`config.mk`:
```
export PLATFORM = sky130hd
export DESIGN_NAME = fsyn_channel
export DESIGN_NICKNAME = d
export VERILOG_FILES = /design/src/rtl/fsyn_pkg.sv /design/src/rtl/fsyn_phase_acc.sv /design/src/rtl/fsyn_bin_div.sv /design/src/rtl/fsyn_div3.sv /design/src/rtl/fsyn_channel.sv
export SDC_FILE = /design/constraint.sdc
export NUM_CORES = 1
export LEC_CHECK = 0
export BUFFER_PORTS_ARGS = -buffer_cell sky130_fd_sc_hd__buf_2
export CAP_MARGIN = 40
export CORE_UTILIZATION = 35
export DETAILED_ROUTE_END_ITERATION = 8
export SYNTH_ARGS = -nofsm -noshare
export SYNTH_HDL_FRONTEND = slang
export SYNTH_SLANG_ARGS = --single-unit
export TNS_END_PERCENT = 30
```
`constraint.sdc`:
```
create_clock -name clk -period 2.9 [get_ports clk]
set_clock_uncertainty 0.05 [all_clocks]
set_input_delay 0.29 -clock clk [delete_from_list [all_inputs] [get_ports clk]]
set_output_delay 0.29 -clock clk [all_outputs]
set_load 0.05 [all_outputs]
```
`src/rtl/fsyn_pkg.sv`:
```
package fsyn_pkg;
  localparam int unsigned BASE_TICKS_DEF = 32;
  localparam int unsigned COARSE_W_DEF   = 5;
  localparam int unsigned FINE_W_DEF     = 15;
  localparam int unsigned EXP_W_DEF      = 4;
  localparam int unsigned EXP_MAX_DEF    = 8;

  // Width needed to hold base + max coarse + carry tick
  function automatic int unsigned len_width(input int unsigned base, input int unsigned cw);
    return $clog2(base + (1 << cw) + 1);
  endfunction
endpackage

```
`src/rtl/fsyn_phase_acc.sv`:
```
module fsyn_phase_acc
  import fsyn_pkg::*;
#(
  parameter int unsigned BASE_TICKS = BASE_TICKS_DEF,
  parameter int unsigned COARSE_W   = COARSE_W_DEF,
  parameter int unsigned FINE_W     = FINE_W_DEF,
  parameter int unsigned EXP_W      = EXP_W_DEF,
  parameter int unsigned EXP_MAX    = EXP_MAX_DEF
) (
  input  logic                clk,
  input  logic                clr,
  input  logic [COARSE_W-1:0] coarse,
  input  logic [FINE_W-1:0]   fine,
  input  logic [EXP_W-1:0]    expo,
  input  logic                bypass3,
  output logic                base_tick,
  output logic [EXP_W-1:0]    expo_act,
  output logic                bypass_act
);
  localparam int unsigned LEN_W = len_width(BASE_TICKS, COARSE_W);

  logic [LEN_W-1:0]  cnt_q, len_q, len_next;
  logic [FINE_W-1:0] acc_q;
  logic [FINE_W:0]   sum;
  logic              running_q, at_end, start;
  logic [EXP_W-1:0]  expo_sat;

  assign sum      = {1'b0, acc_q} + {1'b0, fine};
  assign len_next = LEN_W'(BASE_TICKS) + LEN_W'(coarse) + LEN_W'(sum[FINE_W]);
  assign at_end   = running_q && (cnt_q == len_q - LEN_W'(1));
  assign start    = !running_q || at_end;
  assign expo_sat = (expo > EXP_W'(EXP_MAX)) ? EXP_W'(EXP_MAX) : expo;

  always_ff @(posedge clk) begin
    if (clr) begin
      cnt_q      <= '0;
      len_q      <= '0;
      acc_q      <= '0;
      running_q  <= 1'b0;
      base_tick  <= 1'b0;
      expo_act   <= '0;
      bypass_act <= 1'b1;
    end else begin
      base_tick <= at_end;
      if (start) begin
        cnt_q      <= '0;
        len_q      <= len_next;
        acc_q      <= sum[FINE_W-1:0];
        running_q  <= 1'b1;
        expo_act   <= expo_sat;
        bypass_act <= bypass3;
      end else begin
        cnt_q <= cnt_q + LEN_W'(1);
      end
    end
  end
endmodule

```
`src/rtl/fsyn_bin_div.sv`:
```
module fsyn_bin_div #(
  parameter int unsigned EXP_W   = 4,
  parameter int unsigned EXP_MAX = 8
) (
  input  logic             clk,
  input  logic             clr,
  input  logic             tick_in,
  input  logic [EXP_W-1:0] expo,
  output logic             tick_out
);
  localparam int unsigned CW = (EXP_MAX > 0) ? EXP_MAX : 1;

  logic [CW:0]   one_sh;
  logic [CW-1:0] lim, cnt_q;

  assign one_sh = (CW+1)'(1) << expo;
  assign lim    = CW'(one_sh - (CW+1)'(1));

  always_ff @(posedge clk) begin
    if (clr) begin
      cnt_q    <= '0;
      tick_out <= 1'b0;
    end else begin
      tick_out <= 1'b0;
      if (tick_in) begin
        if (cnt_q >= lim) begin
          cnt_q    <= '0;
          tick_out <= 1'b1;
        end else begin
          cnt_q <= cnt_q + CW'(1);
        end
      end
    end
  end
endmodule

```
`src/rtl/fsyn_div3.sv`:
```
module fsyn_div3 (
  input  logic clk,
  input  logic clr,
  input  logic tick_in,
  input  logic bypass,
  output logic tick_out
);
  logic [1:0] cnt_q;

  always_ff @(posedge clk) begin
    if (clr) begin
      cnt_q    <= '0;
      tick_out <= 1'b0;
    end else begin
      tick_out <= 1'b0;
      if (tick_in) begin
        if (bypass || cnt_q == 2'd2) begin
          cnt_q    <= '0;
          tick_out <= 1'b1;
        end else begin
          cnt_q <= cnt_q + 2'd1;
        end
      end
    end
  end
endmodule

```
`src/rtl/fsyn_channel.sv`:
```
module fsyn_channel
  import fsyn_pkg::*;
#(
  parameter int unsigned BASE_TICKS = BASE_TICKS_DEF,
  parameter int unsigned COARSE_W   = COARSE_W_DEF,
  parameter int unsigned FINE_W     = FINE_W_DEF,
  parameter int unsigned EXP_W      = EXP_W_DEF,
  parameter int unsigned EXP_MAX    = EXP_MAX_DEF
) (
  input  logic                clk,
  input  logic                rst,
  input  logic                standby,
  input  logic [COARSE_W-1:0] coarse,
  input  logic [FINE_W-1:0]   fine,
  input  logic [EXP_W-1:0]    expo,
  input  logic                bypass3,
  output logic                out_pulse,
  output logic                out_sq
);
  logic             idle, clr;
  logic             base_tick, bin_tick, div_tick, bypass_act;
  logic [EXP_W-1:0] expo_act;

  assign idle = (coarse == '0) && (fine == '0) && (expo == '0);
  assign clr  = rst || standby || idle;

  fsyn_phase_acc #(
    .BASE_TICKS(BASE_TICKS), .COARSE_W(COARSE_W), .FINE_W(FINE_W),
    .EXP_W(EXP_W), .EXP_MAX(EXP_MAX)
  ) u_acc (
    .clk(clk), .clr(clr), .coarse(coarse), .fine(fine), .expo(expo),
    .bypass3(bypass3), .base_tick(base_tick), .expo_act(expo_act),
    .bypass_act(bypass_act)
  );

  fsyn_bin_div #(.EXP_W(EXP_W), .EXP_MAX(EXP_MAX)) u_bin (
    .clk(clk), .clr(clr), .tick_in(base_tick), .expo(expo_act), .tick_out(bin_tick)
  );

  fsyn_div3 u_div3 (
    .clk(clk), .clr(clr), .tick_in(bin_tick), .bypass(bypass_act), .tick_out(div_tick)
  );

  always_ff @(posedge clk) begin
    if (clr) begin
      out_pulse <= 1'b0;
      out_sq    <= 1'b0;
    end else begin
      out_pulse <= div_tick;
      if (div_tick) out_sq <= !out_sq;
    end
  end
endmodule

```
==> impl_metrics.yaml <==
outcome:
  status: "complete, but fails checks"
  violations: "design-rule violations"
setup_path:
  endpoint_kind: "flop"
  worstSetupPathType: "reg2reg"
  r2r_slack_ns: 0.18
  r2r_end: "u_acc.len_q[4]"
  worstPathArrival_ns: 2.86
  timing.rr.start: "u_acc.acc_q[6]"
  start_kind: "flop"
  crit_path_max_fanout: 3
  critPathRequiredTime_ns: 3.04
  reg2reg_depth: 13
cells_and_area:
  final_area_um2: 3610
  final_cell_mix: "60 x nor2_1, 50 x dfxtp_1, 30 x ha_1"
  fillers: 886
  multi_input_area_um2: 2140
  layout_commonest_cell: "nor2_1"
  drive_above_1_share_pct: 15.4
  area_growth_pct: 12.0
  nNetsFinal: 462
  num_antenna_cells: 0
  seq_area_um2: 1000
detailed_routing:
  drcViolationCount: 3
  post_drt_wl_per_cell_um: 13.3
  drtAntennaViolNets: 0
  vias: 2634
  totalWireLength_um: 6810
  drt_iter0_markers: 75
  dr.pass1.iters: 6
  viasPerCell: 5.15
min_path:
  min_path_cells: 3
  hold_path.class: "in2reg"
  hold_path.startpoint: "bypass3"
  whs_endpoint: "u_acc.bypass_act"
pwr:
  p_per_area_nw_per_um2: 408
  leakage_nw: 1.55
  peakVddDrop_mv: 0.230
sta:
  hold_violations: 0
  fmax_ghz: 0.367
  min_period_ns: 2.72
  fin_crit_sh_pct: 93.9
  setup-tns-final_ns: 0
  final_max_slew_viol_count: 0
  tightest_slew_ns: 0.447
  timing.slew.headroom_pct: 70.0
  setup_viol: 0
clock_tree:
  cts_tree: "done"
  clock_path_buffers: 2
  cts_root_buffer: "clkbuf_8"
  clock-sinks: 50
  cts_made_buffers: 5
  clk_pin_slew_ns: 0.09
  ctsHtreeMaxLevel: 2
  clk_latency_ns: 0.30
  post-cts-setup-buffer-count: 0
die:
  core_region_area_um2: 8810
  num_rows: 34
  initial_core_util_pct: 36.6
  die_h_um: 97.9
  fp.dieArea_um2: 9590
  io_pins: 30
  die_x_um: 97.9
place:
  io_buffers: 29
  hpwl_um: 5170
  placedInstanceArea_um2: 3500
  finalWeightedCongestion: 0.810
synthesis:
  yosys_warnings: 0
  synth_edf_count: 0
  syn_nets: 430
  async_flop_share_pct: 0
  netlist_top_cells_area: "dfxtp_1 31%, ha_1 12%, nor2_1 7.0%"
  synthCells: 371
  synth.avg_cell_area_um2: 8.68
  synth-seq-cells: 50
  synth_flop_cell: "dfxtp_1"
  synth_top_area_cell: "dfxtp_1"
  ys_types: 55
  synthesis.area_um2: 3220
  synth_top_area_share_pct: 31.1
  seq_area_frac_synth_pct: 31.1
global_routing:
  grt_overflow_total: 0
  grt_max_degree: 36
  grt_pass1_wl_um: 11300
  track_usage_pct: 14.5
  antenna_found_initial: 0
  grt_pass1_vias: 2444
flow_run:
  cap_violations: 0
## state kept, by name (all words and copies together), names as in the netlist, 2 cells and up
| signal | cells |
|---|---|
| u_acc.len_q | 7 |
| u_bin.cnt_q | 8 |
| u_div3.cnt_q | 2 |
| u_acc.cnt_q | 7 |
| u_acc.expo_act | 4 |
| u_acc.acc_q | 15 |
## layout make-up
cell class,count,share of cell area [%]
inverter,14,1.46
tap,108,3.75
multi-input combinational,297,59.2
timing repair buffer,35,5.62
sequential,50,27.7
clock inverter,1,0.208
clock buffer,6,2.01
## where the power goes
part           switching (mW)  internal [mW]  total [mW]
sequential             0.0187          0.708       0.726
clock                   0.237          0.166       0.403
combinational           0.183          0.157       0.341
## critical path, cell delays in order, from the launching register on
cell       delay [ns]
dfxtp_1          0.33
ha_1             0.33
a2111oi_2        0.43
a21oi_2          0.09
nand3_1          0.12
nor2_1           0.06
a21oi_2          0.13
nand2b_1         0.07
a21o_1           0.18
ha_1             0.21
ha_1             0.23
nand3_1          0.11
xor2_1           0.18
a211oi_2         0.09
## through the flow
stage               hold WS, ns  setup slack (ns)  instances  power (mW)  utilization, %
floorplan                 0.368             0.298        371       0.989               -
global placement          0.398            0.0509        504        1.07            39.8
detailed placement        0.418           -0.0344        504        1.08            39.8
CTS                       0.148            0.0536        511        1.48            40.7
global route              0.155           -0.0170        511        1.56            41.0
finish                    0.156             0.177        511        1.47            41.0
## timing repair
action	in CTS	in global routing
setup endpoints to repair	0	11
gates resized for setup	0	7
hold buffers	0	0
## cells in the mapped netlist (3+ instances only)
| master | number |
|---|---|
| a31oi_1 | 5 |
| ha_1 | 30 |
| clkbuf_1 | 6 |
| a21o_1 | 6 |
| mux2i_1 | 19 |
| nand3_1 | 13 |
| o21ai_0 | 15 |
| nor2b_1 | 5 |
| nand2b_1 | 6 |
| nand4_1 | 6 |
| o21a_1 | 5 |
| inv_1 | 13 |
| nor3_1 | 4 |
| nor2_1 | 60 |
| a21oi_1 | 18 |
| nand2_1 | 20 |
| and3_1 | 3 |
| dfxtp_1 | 50 |
| xor2_1 | 18 |
| nor4_1 | 8 |
| xnor2_1 | 15 |
| a211oi_2 | 6 |
## how the worst max path moves through the flow
stage | endpoint | from
floorplan | u_acc.len_q[4] | fine[6]
global placement | u_acc.len_q[4] | fine[6]
detailed placement | u_acc.len_q[4] | fine[6]
CTS | u_acc.len_q[4] | u_acc.acc_q[6]
global route | u_acc.len_q[4] | u_acc.acc_q[6]
finish | u_acc.len_q[4] | u_acc.acc_q[6]
## per-layer routing
metal  wire [um]  track usage (%)  vias up  share of wire, %
met2        3010             23.2       45                44
met3         255             3.01        9               3.7
met4          89             3.50        0               1.3
met1        3450             20.0     1198                51
li1            -                -     1382                 -
met5           0                0        -                 0
## cells by family (layout without fill, tap and decap cells)
group / count (synthesis) / after routing / share of synthesized area [%]
mux: 20 / 20 / 6.26
fa+ha+maj: 31 / 31 / 12.3
compound gates: 77 / 77 / 17.1
xor+xnor: 35 / 35 / 10.2
simple gates: 134 / 134 / 19.6
flops: 50 / 50 / 31.1
buf+inv: 24 / 56 / 3.42
No activity file was read; power rests on OpenSTA's default activity.
